===== src/rtl/strop_pkg.sv =====
package strop_pkg;
  localparam int DATA_W = 64;

  typedef enum logic [2:0] {
    OP_LOAD  = 3'd0,
    OP_STORE = 3'd1,
    OP_MOVE  = 3'd2,
    OP_CMPS  = 3'd3,
    OP_SCAS  = 3'd4
  } op_e;

  typedef enum logic [1:0] {
    RM_NONE     = 2'd0,
    RM_ALWAYS   = 2'd1,
    RM_WHILE_EQ = 2'd2,
    RM_WHILE_NE = 2'd3
  } rep_e;

  typedef enum logic [2:0] {
    S_IDLE, S_CHECK, S_ACC0, S_ACC1, S_ACC2, S_DONE
  } st_e;

  typedef struct packed {
    logic cf;
    logic zf;
  } flags_t;

  function automatic logic [DATA_W-1:0] size_mask(input logic [1:0] sz);
    case (sz)
      2'd0:    size_mask = DATA_W'(64'h0000_0000_0000_00FF);
      2'd1:    size_mask = DATA_W'(64'h0000_0000_0000_FFFF);
      2'd2:    size_mask = DATA_W'(64'h0000_0000_FFFF_FFFF);
      default: size_mask = '1;
    endcase
  endfunction

  function automatic logic [7:0] step_bytes(input logic [1:0] sz);
    step_bytes = 8'd1 << sz;
  endfunction

  function automatic flags_t diff_flags(input logic [DATA_W-1:0] a,
                                        input logic [DATA_W-1:0] b,
                                        input logic [1:0] sz);
    logic [DATA_W-1:0] am, bm;
    am = a & size_mask(sz);
    bm = b & size_mask(sz);
    diff_flags.zf = (am == bm);
    diff_flags.cf = (am < bm);
  endfunction

  function automatic logic uses_src(input op_e op);
    uses_src = (op == OP_LOAD) || (op == OP_MOVE) || (op == OP_CMPS);
  endfunction

  function automatic logic uses_dst(input op_e op);
    uses_dst = (op != OP_LOAD);
  endfunction

  function automatic logic is_cond(input op_e op);
    is_cond = (op == OP_CMPS) || (op == OP_SCAS);
  endfunction
endpackage


===== src/rtl/strop_ctrl.sv =====
module strop_ctrl
  import strop_pkg::*;
(
  input  logic clk,
  input  logic rst_n,
  input  logic start,
  input  op_e  op_i,
  input  rep_e mode_i,
  input  logic cnt_zero_i,
  input  logic cnt_one_i,
  input  logic zf_now_i,
  output st_e  st_o,
  output logic take_o,
  output logic elem_done_o,
  output logic done_o,
  output logic busy_o
);
  st_e st, st_nx;
  logic stop_cond, last_elem;

  assign take_o = start && (st == S_IDLE);

  always_comb begin
    case (st)
      S_ACC0:  elem_done_o = (op_i == OP_STORE);
      S_ACC1:  elem_done_o = (op_i == OP_LOAD) || (op_i == OP_MOVE) || (op_i == OP_SCAS);
      S_ACC2:  elem_done_o = 1'b1;
      default: elem_done_o = 1'b0;
    endcase
  end

  assign stop_cond = is_cond(op_i) &&
                     (((mode_i == RM_WHILE_EQ) && !zf_now_i) ||
                      ((mode_i == RM_WHILE_NE) &&  zf_now_i));
  assign last_elem = (mode_i == RM_NONE) || cnt_one_i || stop_cond;

  always_comb begin
    st_nx = st;
    case (st)
      S_IDLE:  if (take_o) st_nx = S_CHECK;
      S_CHECK: st_nx = ((mode_i != RM_NONE) && cnt_zero_i) ? S_DONE : S_ACC0;
      S_ACC0:  st_nx = elem_done_o ? (last_elem ? S_DONE : S_ACC0) : S_ACC1;
      S_ACC1:  st_nx = elem_done_o ? (last_elem ? S_DONE : S_ACC0) : S_ACC2;
      S_ACC2:  st_nx = last_elem ? S_DONE : S_ACC0;
      S_DONE:  st_nx = S_IDLE;
      default: st_nx = S_IDLE;
    endcase
  end

  always_ff @(posedge clk or negedge rst_n) begin
    if (!rst_n) st <= S_IDLE;
    else        st <= st_nx;
  end

  assign st_o   = st;
  assign done_o = (st == S_DONE);
  assign busy_o = (st != S_IDLE);


  done_pulse_chk: assert property (@(posedge clk) disable iff (!rst_n)
    done_o |=> !done_o);


  cond_stop_chk: assert property (@(posedge clk) disable iff (!rst_n)
    (elem_done_o && stop_cond) |=> done_o);
endmodule


===== src/rtl/strop_idx.sv =====
module strop_idx #(
  parameter int AW = 16,
  parameter int CW = 16
) (
  input  logic          clk,
  input  logic          rst_n,
  input  logic          load_i,
  input  logic [AW-1:0] src_i,
  input  logic [AW-1:0] dst_i,
  input  logic [CW-1:0] cnt_i,
  input  logic          adv_i,
  input  logic          src_en_i,
  input  logic          dst_en_i,
  input  logic          dec_en_i,
  input  logic          dir_i,
  input  logic [1:0]    size_i,
  output logic [AW-1:0] src_o,
  output logic [AW-1:0] dst_o,
  output logic [CW-1:0] cnt_o
);
  logic [AW-1:0] step;
  logic [AW-1:0] src_nx, dst_nx;

  assign step   = AW'(strop_pkg::step_bytes(size_i));
  assign src_nx = dir_i ? (src_o - step) : (src_o + step);
  assign dst_nx = dir_i ? (dst_o - step) : (dst_o + step);

  always_ff @(posedge clk or negedge rst_n) begin
    if (!rst_n) begin
      src_o <= '0;
      dst_o <= '0;
      cnt_o <= '0;
    end else if (load_i) begin
      src_o <= src_i;
      dst_o <= dst_i;
      cnt_o <= cnt_i;
    end else if (adv_i) begin
      if (src_en_i) src_o <= src_nx;
      if (dst_en_i) dst_o <= dst_nx;
      if (dec_en_i) cnt_o <= cnt_o - CW'(1);
    end
  end


  cnt_dec_chk: assert property (@(posedge clk) disable iff (!rst_n)
    (adv_i && dec_en_i && !load_i) |=> (cnt_o == $past(cnt_o) - CW'(1)));


  src_up_chk: assert property (@(posedge clk) disable iff (!rst_n)
    (adv_i && src_en_i && !dir_i && !load_i) |=> (src_o - $past(src_o)) == $past(step));
endmodule


===== src/rtl/strop_flags.sv =====
module strop_flags
  import strop_pkg::*;
(
  input  logic              clk,
  input  logic              rst_n,
  input  logic              load_i,
  input  logic [1:0]        flags_i,
  input  logic              upd_i,
  input  logic [DATA_W-1:0] a_i,
  input  logic [DATA_W-1:0] b_i,
  input  logic [1:0]        size_i,
  output logic              zf_now_o,
  output logic [1:0]        flags_o
);
  flags_t res, cur;

  assign res      = diff_flags(a_i, b_i, size_i);
  assign zf_now_o = res.zf;

  always_ff @(posedge clk or negedge rst_n) begin
    if (!rst_n)      cur <= '0;
    else if (load_i) cur <= flags_t'(flags_i);
    else if (upd_i)  cur <= res;
  end

  assign flags_o = cur;


  flags_hold_chk: assert property (@(posedge clk) disable iff (!rst_n)
    (!upd_i && !load_i) |=> $stable(flags_o));
endmodule


===== src/rtl/strop_seq.sv =====
module strop_seq
  import strop_pkg::*;
#(
  parameter int AW = 16,
  parameter int CW = 16
) (
  input  logic              clk,
  input  logic              rst_n,
  input  logic              start,
  input  logic [2:0]        op_i,
  input  logic [1:0]        mode_i,
  input  logic [CW-1:0]     cnt_i,
  input  logic [AW-1:0]     src_i,
  input  logic [AW-1:0]     dst_i,
  input  logic              dir_i,
  input  logic [1:0]        size_i,
  input  logic [DATA_W-1:0] acc_i,
  input  logic [1:0]        flags_i,
  output logic              busy_o,
  output logic              done_o,
  output logic [CW-1:0]     cnt_o,
  output logic [AW-1:0]     src_o,
  output logic [AW-1:0]     dst_o,
  output logic [DATA_W-1:0] acc_o,
  output logic [1:0]        flags_o,
  output logic              mem_rd_o,
  output logic              mem_wr_o,
  output logic [AW-1:0]     mem_addr_o,
  output logic [1:0]        mem_size_o,
  output logic [DATA_W-1:0] mem_wdata_o,
  input  logic [DATA_W-1:0] mem_rdata_i
);
  op_e               cfg_op;
  rep_e              cfg_mode;
  logic              cfg_dir;
  logic [1:0]        cfg_size;
  logic [DATA_W-1:0] acc, held, rd_el;
  st_e               st;
  logic              take, elem_done, zf_now;

  always_ff @(posedge clk or negedge rst_n) begin
    if (!rst_n) begin
      cfg_op   <= OP_LOAD;
      cfg_mode <= RM_NONE;
      cfg_dir  <= 1'b0;
      cfg_size <= 2'd0;
    end else if (take) begin
      cfg_op   <= op_e'(op_i);
      cfg_mode <= rep_e'(mode_i);
      cfg_dir  <= dir_i;
      cfg_size <= size_i;
    end
  end

  strop_ctrl u_ctrl (
    .clk         (clk),
    .rst_n       (rst_n),
    .start       (start),
    .op_i        (cfg_op),
    .mode_i      (cfg_mode),
    .cnt_zero_i  (cnt_o == '0),
    .cnt_one_i   (cnt_o == CW'(1)),
    .zf_now_i    (zf_now),
    .st_o        (st),
    .take_o      (take),
    .elem_done_o (elem_done),
    .done_o      (done_o),
    .busy_o      (busy_o)
  );

  strop_idx #(.AW(AW), .CW(CW)) u_idx (
    .clk      (clk),
    .rst_n    (rst_n),
    .load_i   (take),
    .src_i    (src_i),
    .dst_i    (dst_i),
    .cnt_i    (cnt_i),
    .adv_i    (elem_done),
    .src_en_i (uses_src(cfg_op)),
    .dst_en_i (uses_dst(cfg_op)),
    .dec_en_i (cfg_mode != RM_NONE),
    .dir_i    (cfg_dir),
    .size_i   (cfg_size),
    .src_o    (src_o),
    .dst_o    (dst_o),
    .cnt_o    (cnt_o)
  );

  assign rd_el = mem_rdata_i & size_mask(cfg_size);

  always_ff @(posedge clk or negedge rst_n) begin
    if (!rst_n) begin
      acc  <= '0;
      held <= '0;
    end else if (take) begin
      acc <= acc_i;
    end else begin
      if (elem_done && cfg_op == OP_LOAD)    acc  <= rd_el;
      if (st == S_ACC1 && cfg_op == OP_CMPS) held <= rd_el;
    end
  end

  strop_flags u_flags (
    .clk      (clk),
    .rst_n    (rst_n),
    .load_i   (take),
    .flags_i  (flags_i),
    .upd_i    (elem_done && is_cond(cfg_op)),
    .a_i      ((cfg_op == OP_CMPS) ? held : acc),
    .b_i      (mem_rdata_i),
    .size_i   (cfg_size),
    .zf_now_o (zf_now),
    .flags_o  (flags_o)
  );

  always_comb begin
    mem_rd_o    = 1'b0;
    mem_wr_o    = 1'b0;
    mem_addr_o  = src_o;
    mem_wdata_o = '0;
    case (st)
      S_ACC0: begin
        if (cfg_op == OP_STORE) begin
          mem_wr_o    = 1'b1;
          mem_addr_o  = dst_o;
          mem_wdata_o = acc & size_mask(cfg_size);
        end else begin
          mem_rd_o   = 1'b1;
          mem_addr_o = (cfg_op == OP_SCAS) ? dst_o : src_o;
        end
      end
      S_ACC1: begin
        if (cfg_op == OP_MOVE) begin
          mem_wr_o    = 1'b1;
          mem_addr_o  = dst_o;
          mem_wdata_o = rd_el;
        end else if (cfg_op == OP_CMPS) begin
          mem_rd_o   = 1'b1;
          mem_addr_o = dst_o;
        end
      end
      default: ;
    endcase
  end

  assign mem_size_o = cfg_size;
  assign acc_o      = acc;


  zero_nomem_chk: assert property (@(posedge clk) disable iff (!rst_n)
    (st == S_CHECK && cfg_mode != RM_NONE && cnt_o == '0) |=> (done_o && !mem_rd_o && !mem_wr_o));


  port_excl_chk: assert property (@(posedge clk) disable iff (!rst_n)
    !(mem_rd_o && mem_wr_o));


  start_ignore_chk: assert property (@(posedge clk) disable iff (!rst_n)
    busy_o |=> ($stable(cfg_op) && $stable(cfg_mode) && $stable(cfg_size)));


  none_cnt_chk: assert property (@(posedge clk) disable iff (!rst_n)
    (elem_done && cfg_mode == RM_NONE) |=> $stable(cnt_o));


  uncond_run_chk: assert property (@(posedge clk) disable iff (!rst_n)
    (elem_done && !is_cond(cfg_op) && cfg_mode != RM_NONE && cnt_o != CW'(1)) |=> !done_o);
endmodule


===== config.mk =====
export PLATFORM = sky130hd
export DESIGN_NAME = strop_seq
export DESIGN_NICKNAME = d
export VERILOG_FILES = /design/src/rtl/strop_pkg.sv /design/src/rtl/strop_ctrl.sv /design/src/rtl/strop_idx.sv /design/src/rtl/strop_flags.sv /design/src/rtl/strop_seq.sv
export SDC_FILE = /design/constraint.sdc
export NUM_CORES = 1
export LEC_CHECK = 0
export ABC_AREA = 1
export CELL_PAD_IN_SITES_DETAIL_PLACEMENT = 2
export CELL_PAD_IN_SITES_GLOBAL_PLACEMENT = 2
export CORE_MARGIN = 1.5
export CORE_UTILIZATION = 29
export DETAILED_ROUTE_END_ITERATION = 7
export GPL_TIMING_DRIVEN = 0
export PLACE_DENSITY = 0.89
export REMOVE_ABC_BUFFERS = 1
export SYNTH_ARGS = -nofsm -noshare
export SYNTH_HDL_FRONTEND = slang
export SYNTH_SLANG_ARGS = --single-unit

===== constraint.sdc =====
create_clock -name clk -period 5.8 [get_ports clk]
set_input_delay 1.16 -clock clk [delete_from_list [all_inputs] [get_ports clk]]
set_output_delay 1.16 -clock clk [all_outputs]
set_load 0.05 [all_outputs]

== Yosys cells after proc, flatten, opt, wreduce, memory -nomap -nowiden ==
Index checks and enable logic that the tools add are counted.

* Flip-flop bits (word level): 189
* Input port bits: 189
* Word-level logic and storage cells: 114

* Add/subtract/negate cells: 5
* Magnitude comparators: 1
* Equality and inequality tests: 16
* Shifts and indexed selects: 1
* Muxes and demuxes: 41
* Bitwise logic cells: 4
* Reductions and logical operators: 34

{| class="wikitable"
|+ Operator list
! cell !! count
|-
| 2-to-1 mux 64 bit || 7
|-
| 2-to-1 mux 16 bit || 15
|-
| AND 64 bit || 3
|-
| one-hot mux 64 bit (3 select lines) || 1
|-
| one-hot mux 64 bit (2 select lines) || 1
|-
| == test 64 bit || 1
|-
| less-than comparator 64 bit || 1
|-
| adder 16 x 8 -> 16 bit || 2
|-
| one-hot mux 16 bit (2 select lines) || 1
|-
| subtractor 16 x 8 -> 16 bit || 2
|-
| == test 16 x 1 -> 1 bit (second input constant) || 1
|-
| zero test 16 bit || 1
|-
| subtractor 16 x 1 -> 16 bit (second input constant) || 1
|-
| 2-to-1 mux 3 bit || 5
|-
| one-hot mux 3 bit (5 select lines) || 1
|-
| nonzero test 2 bit || 7
|-
| == test 3 x 2 -> 1 bit (second input constant) || 4
|-
| == test 3 bit (second input constant) || 3
|-
| logical AND 1 bit || 8
|-
| AND reduction 2 bit || 4
|-
| << shifter 1 x 2 -> 8 bit (first input constant) || 1
|-
| logical OR 1 bit || 7
|-
| == test 2 bit (second input constant) || 3
|-
| == test 3 x 1 -> 1 bit (second input constant) || 2
|-
| 11 further kinds || 20
|}

== Longest topological paths before layout ==
* Depth in word-level cells: 12
* Depth in mapped cells: 22

== Modules after synthesis ==
A second synthesis with hierarchy kept.

* Cell total of the unflattened synthesis: 2,526
* Area, all modules: 15,526.1 um^2

{| class="wikitable"
|+ Modules (own cells, without submodules)
! module !! times used !! cells each !! area an instance (um^2) !! seq. area each (um^2)
|-
| strop_seq || 1 || 1,413 || 8,640.8 || 3,403.3
|-
| strop_idx || 1 || 619 || 4,122.7 || 1,201.2
|-
| strop_flags || 1 || 432 || 2,388.5 || 50.0
|-
| strop_ctrl || 1 || 62 || 374.1 || 75.1
|}

== Worst setup path before layout ==
No wires, ideal clock.

* Path type: register to output
* Start: reg cfg_size[1] (netlist: mem_size_o[1])
* End: out mem_wdata_o[32]
* Arrival: 2.394 ns
* Required time: 4.640 ns
* Slack: 2.246 ns
* Stages on the path, launching flop included: 8
* Cell sequence: dfrtp_1 -> buf_2 -> nand2_1 -> inv_1 -> buf_2 -> buf_1 -> nand2_1 -> o22ai_1

* Word-level cells in the longest chain between the ends: 7

{| class="wikitable"
|+ Ends and longest elaborated chain
! element !! RTL line !! RTL
|-
| from (decl) || strop_seq.sv:36 || <nowiki>logic [1:0] cfg_size;</nowiki>
|-
| from (signal assigned) || strop_seq.sv:51 || <nowiki>cfg_size <= size_i;</nowiki>
|-
| == test 2 bit (tied with other cells) || strop_pkg.sv:29 || <nowiki>case (sz)</nowiki>
|-
| one-hot mux 64 bit (3 select lines) (*) || strop_pkg.sv:29 ||
|-
| 2-to-1 mux 64 bit || strop_seq.sv:123 || <nowiki>if (cfg_op == OP_STORE) begin</nowiki>
|-
| 2-to-1 mux 64 bit || strop_seq.sv:121 || <nowiki>case (st)</nowiki>
|-
| AND 64 bit || strop_seq.sv:126 || <nowiki>mem_wdata_o = acc & size_mask(cfg_size);</nowiki>
|-
| 2-to-1 mux 64 bit || strop_seq.sv:123 ||
|-
| one-hot mux 64 bit (2 select lines) (*) || strop_seq.sv:121 ||
|-
| to (decl) || strop_seq.sv:30 || <nowiki>output logic [DATA_W-1:0] mem_wdata_o,</nowiki>
|}

Mark *: on every way between the ends. The rest lies on a longest branch, timed or not. The select of a mux whose other input is x is not followed.

== Final worst setup path ==
* Start: reg cfg_size[1] (netlist: mem_size_o[1])
* End: out mem_wdata_o[9]

Same word-level chain as after synthesis.

==> key figures <==
Finish
  • Fin util: 0.404
  • Non-filler instance count after layout: between 2000 and 3000
  • Layout Nets: between 2000 and 2500
  • Layout area overhead: 38.2%
  • Share of layout cells above drive strength 1: 0.0358

Timing
  • Final number of max-transition violations: 0
  • Max_slew headroom: 0.103
  • Final period utilization: 0.943
  • Fmax: between 150 and 200 MHz
  • Minimum clock period: between 5 and 6 ns
  • Final Hold Viols: 0
  • Max Clock Skew: ~0.017 ns
  • Worst Tran Pin Value: 1.35 ns
  • Unrepaired setup endpoints after global routing: false
  • Final setup viols: 0

Yosys
  • YS warnings: 0
  • Synthesis-stage register bit count: about 190
  • Top FF cell, synth: dfrtp_1
  • Synth Area per Inst: between 7 and 8 µm²
  • Number of flops mapped to enable cells by yosys: 0
  • Sequential fraction of the synthesis area: 0.358
  • Yosys cell types: between 40 and 50
  • Synth Cell Area: 13200 µm²
  • Cells after synthesis: between 1500 and 2000
  • Synth async-reset ratio: 1.00

Placement
  • Placed insts: approximately 2700
  • Port bufs: just under 400
  • Final GP Congestion: 0.835
  • HPWL reported at the end of detailed placement: about 45000 µm

Floorplan
  • Die footprint: about 47000 µm²
  • Die W: 216 µm
  • Placeable Area: roughly 45000 µm²
  • Top Ports: between 300 and 400
  • Die height: ~220 µm
  • Core Rows: 78
  • Initial Util: 0.292

Drt
  • Final ANT Viol Nets: 0
  • Vias per std cell: 5.36
  • Detailed-route DRC error count: 0
  • Drt wl/cell: ~22 µm
  • Total routed wirelength: 60400 µm
  • DR pass1 iterations: 5
  • First DRT Iteration DRCs: between 500 and 600
  • Via count: around 15000

Global routing
  • Largest net degree at the start of global routing: 131
  • GRT Resource Usage Total: 0.257
  • Remaining global-route overflow: 0
  • First-pass GRT wire length: roughly 94000 µm
  • Vias in the first global route: 16400
  • Antenna violations before repair: 5

Critical path
  • CP startpoint: mem_size_o[1]
  • Data arrival, critical path: 4.31 ns
  • Worst Setup End Kind: output pin
  • R2R Path Start: mem_size_o[1]
  • Startpoint types: flip-flop
  • Worst Setup Path Type: reg -> out
  • Crit-path cells: nor2_1, clkinv_2, nand2_1, o22ai_1, clkdlybuf4s50_1
  • Largest stage delay, worst path: 1.23 ns
  • Crit path max fanout: 37
  • Worst Path Required: about 4.6 ns
  • CP max-delay cell: dfrtp_1

CTS
  • Sink Count: 189
  • Cts hold-fix bufs: 0
  • Worst-path clk slew: 0.07 ns
  • CTS tree: built
  • Clk buf depth: 2
  • Root Driver: clkbuf_16
  • Cts bufs inserted: 17
  • Cts repair resizes: 1
  • CTS H-tree depth: 4
  • Worst-Skew Late Latency: roughly 0.50 ns
  • Setup Buffers After CTS: 0

Pwr
  • Leakage power: approximately 8.1 nW
  • Tot Pwr: 12.1 mW
  • Worst vdd ir: roughly 0.00028 V
  • Clock Power Share: 0.104
  • NetSw: between 6 and 7 mW
  • Switch share: 0.570
  • Reg power frac: 0.204
  • Pwr dens: 666 nW/µm²
  • Pint: roughly 5.2 mW
  • Gate power share: 0.692

Run
  • Maxcap violations: 0

Status
  • Outcome: finished, final reports clean

Min path
  • Hold_sp: held[13]
  • Hold Path Class: reg -> reg
## Yosys cell counts, drive strengths merged, types with 4 or more instances
cell type,count,share of area
o21ai,265,0.10
mux2i,4,0.0030
nand3,52,0.021
nand4,5,0.0024
nand2,405,0.12
o221ai,9,0.0060
a21o,6,0.0034
nor3,13,0.0049
xor2,12,0.0080
a211oi,6,0.0034
buf,36,0.015
o211ai,84,0.048
xnor2,7,0.0046
ha,97,0.092
o22ai,72,0.034
a21oi,144,0.055
inv,175,0.050
a31oi,7,0.0033
clkbuf,66,0.019
dfrtp,189,0.36
nor2,123,0.037
## area by class of cell
cell class	count	area, µm²
Fill cell	5163	26900
Multi-Input combinational cell	1332	7410
Sequential cell	189	4730
Timing Repair Buffer	397	4110
Tap cell	600	751
Inverter	176	664
Clock buffer	18	439
Clock inverter	12	138
Antenna cell	5	12.5
## cells by family (layout without fill, tap and decap cells)
family	count (synthesis)	count (layout)	share of synthesized area
AOI/OAI and AO/OA	606	606	0.263
xor gates and xnor gates	19	19	0.0126
adders and majority gates	99	99	0.0949
buffers and inverters	278	603	0.0842
DFF	189	189	0.358
muxes	4	4	0.00303
other	0	5	0
and+or+nand+nor	604	604	0.184
## registers in the layout, indices dropped and copies added, names as in the netlist
signal and count:
mem_size_o 2, cfg_op 3, held 64, acc_o 64, u_ctrl.st_o 3, u_idx.src_o 16, u_idx.cnt_o 16, cfg_dir 1
u_flags.flags_o 2, u_idx.dst_o 16, cfg_mode 2
## final timing paths
path                       slack [ns]             end  depth (start not counted)
min                              0.49        held[13]                          2
max                              0.33  mem_wdata_o[9]                          5
max reg2reg                      0.42  u_idx.src_o[7]                         12
min reg2reg                      0.49        held[13]                          2
max in group asynchronous        4.06        held[55]                          2
min in group asynchronous        0.66  u_idx.src_o[8]                          1
## through the flow
stage / TNS (ns) / cell area (µm²) / hold slack, ns / setup slack [ns]
after CTS: 0 / 18200 / 0.494 / 0.241
after global placement: -1470.17 / 17400 / 0.460 / -5.63
after detailed placement: 0 / 17700 / 0.474 / 0.0475
final: 0 / 18200 / 0.489 / 0.330
after global routing: 0 / 18200 / 0.513 / 0.0380
after floorplan: 0 / 12800 / 0.448 / 0.252
## power by group through the flow
stage                     clock network (mW)  registers (mW)  logic, mW
after floorplan                            0            3.46       4.35
after global placement                     0            2.45       7.92
after detailed placement                   0            2.49       8.37
after CTS                               1.32            2.48       8.44
after global routing                    1.35            2.55       9.17
final                                   1.26            2.48       8.40
## layer usage
layer | up-vias | wire length [µm] | global-route usage | part of all wire
li1 | 6805 | - | - | -
met1 | 7417 | 25900 | 0.307 | 0.43
met2 | 317 | 30400 | 0.451 | 0.50
met3 | 84 | 2240 | 0.0455 | 0.037
met4 | 0 | 1880 | 0.113 | 0.031
met5 | - | 0 | 0 | 0
## placed cells by master (no fill, tap or decap), drive strengths merged, types with 4 or more instances in the layout
cell type | netlist | layout
a211oi | 6 | 6
dfrtp | 189 | 189
o21ai | 265 | 265
a21oi | 144 | 144
o221ai | 9 | 9
nand4 | 5 | 5
buf | 36 | 10
a31oi | 7 | 7
o211ai | 84 | 84
nor2 | 123 | 123
nor3 | 13 | 13
diode | 0 | 5
a21o | 6 | 6
nand3 | 52 | 52
o22ai | 72 | 72
xnor2 | 7 | 7
inv | 175 | 179
clkbuf | 66 | 18
xor2 | 12 | 12
ha | 97 | 97
nand2 | 405 | 405
clkdlybuf4s50 | 0 | 387
clkinv | 1 | 5
mux2i | 4 | 4
## worst max-delay path, delay by kind of cell, from the launching register on
family | cells | cell delay, ns
compound gates | 1 | 0.33
simple gates | 2 | 0.94
flops | 1 | 1.23
buf+inv | 2 | 1.31
Power figures use the tool's default switching activity.
